$ cat src/rtl/wlk_pkg.sv
// Shared types and codes for the way-lock replacement controller.
// Assumes a fixed 4-way organisation; the age width follows the way count.
package wlk_pkg;
    localparam int WAYS  = 4;
    localparam int WAY_W = $clog2(WAYS);
    localparam int AGE_W = WAY_W;

    // Per-way line state; codes 4 and 5 carry the lock.
    typedef enum logic [2:0] {
        WS_INV = 3'd0,
        WS_SHR = 3'd1,
        WS_EXC = 3'd2,
        WS_MOD = 3'd3,
        WS_LKV = 3'd4,
        WS_LKI = 3'd5
    } wst_t;

    localparam logic [1:0] OP_CLEAN = 2'd0;
    localparam logic [1:0] OP_WRITE = 2'd1;
    localparam logic [1:0] OP_READ  = 2'd2;
    localparam logic [1:0] OP_NOP   = 2'd3;

    function automatic logic is_locked(wst_t s);
        return (s == WS_LKV) || (s == WS_LKI);
    endfunction
endpackage

$ cat src/rtl/wlk_recency.sv
// Next-age computation for one set when one way is touched.
// Assumes the incoming ages are a permutation; the output stays one.
module wlk_recency
    import wlk_pkg::*;
(
    input  logic [WAYS-1:0][AGE_W-1:0] age_i,
    input  logic [WAY_W-1:0]           way_i,
    output logic [WAYS-1:0][AGE_W-1:0] age_o
);
    // Touched way becomes youngest; younger ways than it grow older by one.
    always_comb begin
        for (int v = 0; v < WAYS; v++) begin
            if (v == int'(way_i))
                age_o[v] = '0;
            else if (age_i[v] < age_i[way_i])
                age_o[v] = age_i[v] + 1'b1;
            else
                age_o[v] = age_i[v];
        end
    end
endmodule

$ cat src/rtl/wlk_victim.sv
// Victim choice for one set: lowest invalid way first, else the oldest
// unlocked way. Reports none_o when every way is locked.
// Assumes ages within the set are distinct.
module wlk_victim
    import wlk_pkg::*;
(
    input  wst_t [WAYS-1:0]            st_i,
    input  logic [WAYS-1:0][AGE_W-1:0] age_i,
    output logic [WAY_W-1:0]           way_o,
    output logic                       none_o
);
    logic             found_inv;
    logic [WAY_W-1:0] inv_way;
    logic             have_old;
    logic [WAY_W-1:0] old_way;
    logic [AGE_W-1:0] old_age;

    // Scan for the lowest-numbered invalid way.
    always_comb begin
        found_inv = 1'b0;
        inv_way   = '0;
        for (int v = WAYS - 1; v >= 0; v--) begin
            if (st_i[v] == WS_INV) begin
                found_inv = 1'b1;
                inv_way   = WAY_W'(v);
            end
        end
    end

    // Scan for the oldest unlocked way.
    always_comb begin
        have_old = 1'b0;
        old_way  = '0;
        old_age  = '0;
        for (int v = 0; v < WAYS; v++) begin
            if (!is_locked(st_i[v]) && (!have_old || age_i[v] > old_age)) begin
                have_old = 1'b1;
                old_way  = WAY_W'(v);
                old_age  = age_i[v];
            end
        end
    end

    // Combine both scans into the final choice.
    always_comb begin
        way_o  = found_inv ? inv_way : old_way;
        none_o = !have_old;
    end
endmodule

$ cat src/rtl/wlk_lock_check.sv
// Screens a write command: flags undefined state codes and a locked-valid
// write whose tag already sits locked-valid in another way of the set.
module wlk_lock_check
    import wlk_pkg::*;
#(
    parameter int TAG_W = 8
) (
    input  wst_t [WAYS-1:0]            st_i,
    input  logic [WAYS-1:0][TAG_W-1:0] tag_i,
    input  logic [WAY_W-1:0]           way_i,
    input  logic [2:0]                 code_i,
    input  logic [TAG_W-1:0]           tag_in,
    output logic                       bad_code_o,
    output logic                       dup_lock_o
);
    // Undefined codes lie above the last locked encoding.
    always_comb bad_code_o = (code_i > 3'd5);

    // Compare the requested lock tag against other locked-valid ways.
    always_comb begin
        dup_lock_o = 1'b0;
        if (code_i == 3'd4) begin
            for (int v = 0; v < WAYS; v++) begin
                if (v != int'(way_i) && st_i[v] == WS_LKV && tag_i[v] == tag_in)
                    dup_lock_o = 1'b1;
            end
        end
    end
endmodule

$ cat src/rtl/wlk_repl_ctrl.sv
// Top of the way-lock replacement controller. Holds state, lock tag and
// age for every way of every set, applies one action per cycle
// (invalidate-all > command > allocate > hit), and offers the victim for
// alloc_set combinationally. Resets are synchronous and active low;
// por_n clears locks, rst_n keeps them.
module wlk_repl_ctrl
    import wlk_pkg::*;
#(
    parameter int SETS  = 8,
    parameter int TAG_W = 8,
    localparam int SET_W = (SETS > 1) ? $clog2(SETS) : 1
) (
    input  logic             clk,
    input  logic             por_n,
    input  logic             rst_n,
    input  logic             inv_all,
    input  logic             hit_vld,
    input  logic [SET_W-1:0] hit_set,
    input  logic [WAY_W-1:0] hit_way,
    input  logic             alloc_vld,
    input  logic [SET_W-1:0] alloc_set,
    output logic [WAY_W-1:0] victim_way,
    output logic             no_victim,
    input  logic             cmd_vld,
    input  logic [1:0]       cmd_op,
    input  logic [SET_W-1:0] cmd_set,
    input  logic [WAY_W-1:0] cmd_way,
    input  logic [2:0]       cmd_state,
    input  logic [TAG_W-1:0] cmd_tag,
    output logic             rd_vld,
    output logic [2:0]       rd_state,
    output logic [TAG_W-1:0] rd_tag,
    output logic [AGE_W-1:0] rd_age,
    output logic             cmd_err
);
    wst_t [WAYS-1:0]            st_q  [SETS];
    logic [WAYS-1:0][TAG_W-1:0] tag_q [SETS];
    logic [WAYS-1:0][AGE_W-1:0] age_q [SETS];

    logic                       alloc_go;
    logic [SET_W-1:0]           touch_set;
    logic [WAY_W-1:0]           touch_way;
    logic [WAYS-1:0][AGE_W-1:0] age_nx;
    logic                       bad_code;
    logic                       dup_lock;
    wst_t                       cur_st;

    wlk_victim u_victim (
        .st_i   (st_q[alloc_set]),
        .age_i  (age_q[alloc_set]),
        .way_o  (victim_way),
        .none_o (no_victim)
    );

    wlk_lock_check #(.TAG_W(TAG_W)) u_lock_check (
        .st_i       (st_q[cmd_set]),
        .tag_i      (tag_q[cmd_set]),
        .way_i      (cmd_way),
        .code_i     (cmd_state),
        .tag_in     (cmd_tag),
        .bad_code_o (bad_code),
        .dup_lock_o (dup_lock)
    );

    wlk_recency u_recency (
        .age_i (age_q[touch_set]),
        .way_i (touch_way),
        .age_o (age_nx)
    );

    // Decide whether an allocation wins this cycle and what gets touched.
    always_comb begin
        alloc_go  = alloc_vld && !no_victim && !cmd_vld && !inv_all;
        touch_set = alloc_go ? alloc_set : hit_set;
        touch_way = alloc_go ? victim_way : hit_way;
        cur_st    = st_q[cmd_set][cmd_way];
    end

    // State, tag, age and response registers with the priority chain.
    always_ff @(posedge clk) begin
        if (!por_n) begin
            for (int s = 0; s < SETS; s++)
                for (int w = 0; w < WAYS; w++) begin
                    st_q[s][w]  <= WS_INV;
                    tag_q[s][w] <= '0;
                    age_q[s][w] <= AGE_W'(w);
                end
            rd_vld   <= 1'b0;
            rd_state <= '0;
            rd_tag   <= '0;
            rd_age   <= '0;
            cmd_err  <= 1'b0;
        end else if (!rst_n) begin
            for (int s = 0; s < SETS; s++)
                for (int w = 0; w < WAYS; w++) begin
                    if (!is_locked(st_q[s][w]))
                        st_q[s][w] <= WS_INV;
                    age_q[s][w] <= AGE_W'(w);
                end
            rd_vld  <= 1'b0;
            cmd_err <= 1'b0;
        end else begin
            rd_vld  <= 1'b0;
            cmd_err <= 1'b0;
            if (inv_all) begin
                for (int s = 0; s < SETS; s++)
                    for (int w = 0; w < WAYS; w++)
                        if (!is_locked(st_q[s][w]))
                            st_q[s][w] <= WS_INV;
            end else if (cmd_vld) begin
                case (cmd_op)
                    OP_CLEAN: begin
                        for (int s = 0; s < SETS; s++)
                            for (int w = 0; w < WAYS; w++)
                                if (st_q[s][w] == WS_MOD)
                                    st_q[s][w] <= WS_EXC;
                    end
                    OP_WRITE: begin
                        if (bad_code || dup_lock) begin
                            cmd_err <= 1'b1;
                        end else begin
                            st_q[cmd_set][cmd_way] <= (is_locked(cur_st) && !cmd_state[2])
                                                      ? WS_INV : wst_t'(cmd_state);
                            tag_q[cmd_set][cmd_way] <= cmd_tag;
                        end
                    end
                    OP_READ: begin
                        rd_vld   <= 1'b1;
                        rd_state <= cur_st;
                        rd_tag   <= tag_q[cmd_set][cmd_way];
                        rd_age   <= age_q[cmd_set][cmd_way];
                    end
                    default: ;
                endcase
            end else if (alloc_go) begin
                age_q[alloc_set]             <= age_nx;
                st_q[alloc_set][victim_way]  <= WS_EXC;
            end else if (hit_vld) begin
                age_q[hit_set] <= age_nx;
            end
        end
    end

    // ---------------- assertions ----------------
    logic [WAYS-1:0] lk_vec;
    // Gather the lock flags of the allocation set for the checks below.
    always_comb
        for (int w = 0; w < WAYS; w++)
            lk_vec[w] = is_locked(st_q[alloc_set][w]);


    victim_unlocked_chk: assert property (@(posedge clk) disable iff (!por_n || !rst_n)
        !no_victim |-> !lk_vec[victim_way]);


    no_victim_locked_chk: assert property (@(posedge clk) disable iff (!por_n || !rst_n)
        no_victim |-> (lk_vec == '1));


    rd_pulse_chk: assert property (@(posedge clk) disable iff (!por_n || !rst_n)
        rd_vld |-> $past(cmd_vld && !inv_all && cmd_op == OP_READ));


    err_source_chk: assert property (@(posedge clk) disable iff (!por_n || !rst_n)
        cmd_err |-> $past(cmd_vld && !inv_all && cmd_op == OP_WRITE));


    warm_lock_keep_chk: assert property (@(posedge clk) disable iff (!por_n)
        !rst_n |=> (is_locked(st_q[0][0]) == $past(is_locked(st_q[0][0]))));

    for (genvar gs = 0; gs < SETS; gs++) begin : g_perm
        logic [WAYS-1:0] seen;
        // Mark which age values occur in this set.
        always_comb begin
            seen = '0;
            for (int w = 0; w < WAYS; w++)
                seen[age_q[gs][w]] = 1'b1;
        end

        age_perm_chk: assert property (@(posedge clk) disable iff (!por_n || !rst_n)
            seen == '1);
    end
endmodule

$ cat config.mk
export PLATFORM = sky130hd
export DESIGN_NAME = wlk_repl_ctrl
export DESIGN_NICKNAME = d
export VERILOG_FILES = /design/src/rtl/wlk_pkg.sv /design/src/rtl/wlk_recency.sv /design/src/rtl/wlk_victim.sv /design/src/rtl/wlk_lock_check.sv /design/src/rtl/wlk_repl_ctrl.sv
export SDC_FILE = /design/constraint.sdc
export NUM_CORES = 1
export LEC_CHECK = 0
export ABC_CLOCK_PERIOD_IN_PS = 24200
export CAP_MARGIN = 10
export CELL_PAD_IN_SITES_DETAIL_PLACEMENT = 0
export CELL_PAD_IN_SITES_GLOBAL_PLACEMENT = 1
export CORE_AREA = 2 2 253 255
export DETAILED_ROUTE_END_ITERATION = 8
export DIE_AREA = 0 0 255 257
export PLACE_DENSITY = 0.64
export SYNTH_ARGS = -nofsm -noshare
export SYNTH_HDL_FRONTEND = slang
export SYNTH_SLANG_ARGS = --single-unit
$ cat constraint.sdc
create_clock -name clk -period 24.2 [get_ports clk]
set_input_delay 3.63 -clock clk [delete_from_list [all_inputs] [get_ports clk]]
set_output_delay 3.63 -clock clk [all_outputs]
set_load 0.01 [all_outputs]
Word level (Yosys, flattened, before mapping)
Memories as Yosys holds them, arrays and structs flattened.
Cells that the tools add are included.
{"block": "word_totals", "n_memories": 3, "register_bits": 15, "ram_bits": 416, "input_bits": 33}
{"memory": "tag_q", "words": 8, "width": 32, "rd": 1, "rd_ports_with_merged_regs": 0, "write_ports": 8, "line": "wlk_repl_ctrl.sv:37", "rtl": "logic [WAYS-1:0][TAG_W-1:0] tag_q [SETS];"}
{"memory": "st_q", "words": 8, "width": 12, "rd": 10, "rd_ports_with_merged_regs": 0, "write_ports": 8, "line": "wlk_repl_ctrl.sv:36", "rtl": "wst_t [WAYS-1:0] st_q [SETS];"}
{"memory": "age_q", "words": 8, "width": 8, "rd": 3, "rd_ports_with_merged_regs": 0, "write_ports": 8, "line": "wlk_repl_ctrl.sv:38", "rtl": "logic [WAYS-1:0][AGE_W-1:0] age_q [SETS];"}
{"block": "classes", "n_bitwise": 133, "n_eq_ne": 123, "magnitude_cmp": 13, "mux": 700, "addsub": 4, "reduce_logical": 82}
{"operator": "two-way mux 1 bit", "n": 519}
{"operator": "two-way mux 3 bit", "n": 106}
{"operator": "equality test 3 bit, second input constant", "n": 79}
{"operator": "bitwise OR 1 bit", "n": 128}
{"operator": "two-way mux 2 bit", "n": 53}
{"operator": "equality test 3 x 2 -> 1 bit, second input constant", "n": 32}
{"operator": "two-way mux 32 bit", "n": 3}
{"operator": "two-way mux 12 bit", "n": 6}
{"operator": "logical OR 1 bit", "n": 41}
{"operator": "equality test 8 bit", "n": 4}
{"operator": "two-way mux 8 bit", "n": 4}
{"operator": "OR reduction 32 bit", "n": 1}
{"operator": "OR reduction 12 bit", "n": 2}
{"operator": "logical AND 1 bit", "n": 17}
{"operator": "binary-select mux 8 bit (select 2 bit)", "n": 1}
{"operator": "demux 8 bit (select 2 bit)", "n": 1}
{"operator": "OR reduction 8 bit", "n": 2}
{"operator": "demux 3 bit (select 2 bit)", "n": 2}
{"operator": "zero test 3 bit", "n": 4}
{"operator": "zero test 1 bit", "n": 9}
{"operator": "< comparator 2 x 3 -> 1 bit, second input constant", "n": 3}
{"operator": "adder 2 x 1 -> 2 bit, second input constant", "n": 4}
{"operator": "binary-select mux 2 bit (select 2 bit)", "n": 2}
{"operator": "< comparator 2 bit", "n": 4}
{"operator": "17 further kinds", "n": 28}

Depth between registers and ports, before layout
An unclocked memory read counts as a cell.
{"block": "logic_depth", "ltp_word": 28, "ltp_mapped": 39, "depth_no_buf": 35}

Modules after synthesis
Synthesis repeated with hierarchy kept, for this count alone.
{"block": "unflattened", "cells_unflattened": 2074, "area_unflattened_um2": 24873.9}
{"mod": "wlk_repl_ctrl", "area_each_um2": 23790.3, "instances": 1, "cells_each": 1933}
{"mod": "wlk_lock_check", "area_each_um2": 416.6, "instances": 1, "cells_each": 55}
{"mod": "wlk_victim", "area_each_um2": 367.9, "instances": 1, "cells_each": 51}
{"mod": "wlk_recency", "area_each_um2": 299.0, "instances": 1, "cells_each": 35}

Least setup slack after synthesis
No wires, ideal clock.
{"block": "synth_timing", "path_kind": "in2out", "startpoint": "input alloc_set[0]", "endpoint": "output victim_way[1]", "t_arrival_ps": 8646, "path_stages": 29, "required_time_ps": 20570, "slack_ps": 11924, "path_buffers": 5, "cell_sequence": "buf_6 -> buf_6 -> buf_6 -> buf_2 -> buf_2 -> mux4_2 -> mux2_2 -> nand2_1 -> ha_1 -> nor2b_1 -> o21ai_0 -> nand2_1 -> nand2_1 -> nor2b_1 -> a31oi_1 -> ha_1 -> a21oi_1 -> a21o_1 -> nand2_1 -> nand2_1 -> o21ai_0 -> ha_1 -> nor2b_1 -> a2bb2oi_1 -> o31ai_1 -> o41ai_2 -> a2111o_1 -> nand2_1 -> inv_1"}
{"block": "synth_between", "elab_chain_len": 17}
{"element": "start, declared", "line": "wlk_repl_ctrl.sv:21", "rtl": "input logic [SET_W-1:0] alloc_set,"}
{"element": "memory read (8 x 12 bit)"}
{"element": "equality test 3 bit", "line": "wlk_pkg.sv:24", "rtl": "return (s == WS_LKV) || (s == WS_LKI);"}
{"element": "logical OR 1 bit", "line": "wlk_pkg.sv:24"}
{"element": "two-way mux 2 bit", "line": "wlk_victim.sv:36", "rtl": "if (!is_locked(st_i[v]) && (!have_old || age_i[v] > old_age)) begin"}
{"element": "> comparator 2 bit", "line": "wlk_victim.sv:36"}
{"element": "logical OR 1 bit", "line": "wlk_victim.sv:36"}
{"element": "logical AND 1 bit", "line": "wlk_victim.sv:36"}
{"element": "two-way mux 2 bit or two-way mux 1 bit (tied branches)", "line": "wlk_victim.sv:36"}
{"element": "> comparator 2 bit or zero test 1 bit (tied branches)", "line": "wlk_victim.sv:36"}
{"element": "logical OR 1 bit", "line": "wlk_victim.sv:36"}
{"element": "logical AND 1 bit", "line": "wlk_victim.sv:36"}
{"element": "two-way mux 2 bit or two-way mux 1 bit (tied branches)", "line": "wlk_victim.sv:36"}
{"element": "> comparator 2 bit or zero test 1 bit (tied branches)", "line": "wlk_victim.sv:36"}
{"element": "logical OR 1 bit", "line": "wlk_victim.sv:36"}
{"element": "logical AND 1 bit", "line": "wlk_victim.sv:36"}
{"element": "two-way mux 2 bit", "line": "wlk_victim.sv:36"}
{"element": "two-way mux 2 bit (*)", "line": "wlk_victim.sv:46", "rtl": "way_o = found_inv ? inv_way : old_way;"}
{"element": "end, declared", "line": "wlk_repl_ctrl.sv:22", "rtl": "output logic [WAY_W-1:0] victim_way,"}
Mark *: on every way between the ends. The rest lies on a longest branch, timed or not.

Worst setup path after layout
{"block": "layout_timing", "startpoint": "input alloc_set[2]", "endpoint": "output victim_way[1]"}
The elaborated chain is that of the path after synthesis.

==> run metrics <==
H-tree levels=2; Root Driver=clkbuf_16; diode count=0; clock sink total=431; I/O pin count=51; dominant synthesized flop cell=edfxtp_1; max cap viols=0; GRT overflow=0; clock tree buffer depth=3; die area=65500 µm²; CP endpoint kind=primary output; worst-skew pair later-pin latency=0.63 ns; first-pass GRT wire length=140000 µm; status=complete, no violations; EDFF count, synth=416; Required @ worst endpoint=20.57 ns; startpoint types=input port; final hold violation count=0; Seq cells post-synth=431; Final Setup Violations=0; CTS tree=yes; Yosys top cell area share=50.2%; Max IR drop VDD=0.0000509 V; highest net fanout along the worst path=28; hpwl dp=64200 µm; setup tns final=0 ns; ys async rst share=0%; Pwr Density=67.4 nW/µm²; via count=19961; largest net degree at the start of global routing=82; postcts setup bufs=0; Synth area leader=edfxtp_1; DR vias/cell=6.62; FP Rows=92; initial antenna violation count=2; worst min path class=register to register; count leader, synth=edfxtp_1; Cell Area, Synth=24900 µm²; detailed router's first-iteration violation count=2616; cts repair resizes=0; sequential share of the synthesized area=51.4%; top post-synthesis cells by count=edfxtp_1, and3_1, clkbuf_1; clk slew on worst S/H paths=0.06 ns; YS warnings=0; Num CTS Buffers=49; Initial Util=39.7%; Area Growth Syn to Fin=10.8%; max-slew violation count=0; Fillers=5890; Syn Nets=2227; area of the multi-input gates=11100 µm²; gpl congestion=0.984; DP Cell Count=2926; WP data arrival=9.84 ns; period utilization=55.7%; slew at the pin closest to its max-slew limit=1.13 ns; fmax=0.0743 GHz; Initial DRT Pass Iterations=9; non-filler cells, final=3017; utilization after layout=44.0%; Worst Path Class, Setup=input port to primary output; Routed wire per std cell=32.2 µm; reg2reg path depth=32; layout cell share with drive strength beyond 1=13.9%; GR Util All Layers=29.5%; Routed Wire Length=97300 µm; Worst Skew=0.0232 ns; die width=255 µm; hold_buf cts=0; Buffers on Ports=50; post-route ant nets=0; WHS Path Cells=2; Min Hold Slack=0.461 ns; DIE HEIGHT=257 µm; Post-route DRC=0; Min Clock Period, post-route=13.47 ns; vias in the first global route=19516; Storage cell area=12800 µm²; nets=2174; number of distinct library cells after synthesis=78; max_slew headroom=22.4%; Mapped Avg Cell Area=11.4 µm²; synth top area cells=edfxtp_1, mux4_2, and3_1, mux2i_1, mux2_2; Post-Syn Instances=2184; RSZ-0062 raised after global routing=false; Core Area=62700 µm²; Leakage=9.92 nW
kinds of logic after synthesis:
family,count (synthesis),synth area share (%)
XOR/XNOR,21,0.739
multiplexers,219,12.2
adder cells (fa/ha/maj),10,0.503
AO/OA/AOI/OAI,453,13.0
AND/OR/NAND/NOR,793,18.1
buffers and inverters,257,4.17
flip-flops,431,51.4
metal layers:
layer,vias up,wire length [µm],track usage [%]
met5,-,0,0
met4,0,4340,12.2
met3,254,9100,5.52
met2,1206,44400,46.2
met1,10035,39500,40.1
li1,8466,-,-
cell usage in the layout, fill, tap and decap left out, types with 12 or more instances in the layout:
cell / instances
buf_4: 70
mux4_2: 57
a221oi_1: 35
inv_1: 31
o211ai_1: 14
mux2_2: 70
o2111ai_1: 15
edfxtp_1: 416
clkinv_1: 14
a21o_1: 16
nor2b_1: 23
nand3_1: 19
nand2b_1: 34
nor4_1: 12
and2_1: 25
nor2_1: 113
xnor2_1: 17
clkdlybuf4s50_1: 43
o22ai_1: 16
and4_1: 68
nand2_1: 131
dfxtp_1: 15
o21ai_1: 21
nor3_1: 61
o21ai_0: 101
clkbuf_1: 15
nor3b_1: 19
clkbuf_16: 49
nand3b_1: 13
and3_1: 198
nand4_1: 28
a21oi_1: 41
a221o_1: 27
a211oi_1: 13
mux2i_1: 86
a22oi_1: 46
path summary, 6_finish.rpt:
check / start / endpoint / slack [ns]
worst max-delay path: alloc_set[2] / victim_way[1] / 10.73
worst min-delay path: rd_tag[0] / rd_tag[0] / 0.46
worst max register to register: st_q[7][1] / age_q[2][7] / 15.21
worst min register to register: rd_tag[0] / rd_tag[0] / 0.46
registers in the layout, summed over array words and instances, names as in the netlist:
register  cells
tag_q       256
st_q         96
age_q        64
rd_tag        8
rd_state      3
rd_age        2
cmd_err       1
rd_vld        1
cell type report:
class                           instances  share of cell area (%)
Sequential cell                       431                    46.4
Timing Repair Buffer                  118                    3.58
Clock inverter                         27                   0.753
Inverter                               35                   0.476
Tap cell                              846                    3.84
Multi-Input combinational cell       1496                    40.3
Clock buffer                           64                    4.65
report_power, final:
| group | switching, W | internal (W) | total [W] |
|---|---|---|---|
| registers | 0.0000289 | 0.000853 | 0.000882 |
| clock network | 0.000322 | 0.000387 | 0.000709 |
| logic | 0.000178 | 0.0000897 | 0.000268 |
| total | 0.000529 | 0.00133 | 0.00186 |
through the flow:
| step | total power [W] | worst slack [ns] | area (µm²) |
|---|---|---|---|
| after floorplan | 0.00105 | 11.92 | 24900 |
| after global placement | 0.00115 | 10.81 | 26100 |
| after detailed placement | 0.00116 | 10.82 | 26100 |
| after CTS | 0.00186 | 10.80 | 27600 |
| after global routing | 0.00191 | 10.22 | 27600 |
| final | 0.00186 | 10.73 | 27600 |
critical path: stages:
cell             delay (ns)
clkdlybuf4s50_1        0.45
buf_4                  0.39
mux4_2                 0.38
mux2i_1                0.30
nand3_1                0.40
nand2_1                0.16
ha_1                   0.25
nor2b_1                0.13
o21ai_0                0.28
nand2_1                0.09
nand2_1                0.11
nor2b_1                0.05
a31oi_1                0.20
ha_1                   0.28
a21oi_1                0.23
a21o_1                 0.20
nand2_1                0.09
nand2_1                0.09
o21ai_0                0.09
ha_1                   0.31
nor2b_1                0.13
a2bb2oi_1              0.14
o31ai_1                0.08
o41ai_2                0.15
a2111o_1               0.40
nand2_1                0.16
inv_1                  0.13
clkdlybuf4s50_1        0.50
No activity file was read; power rests on OpenSTA's default activity.
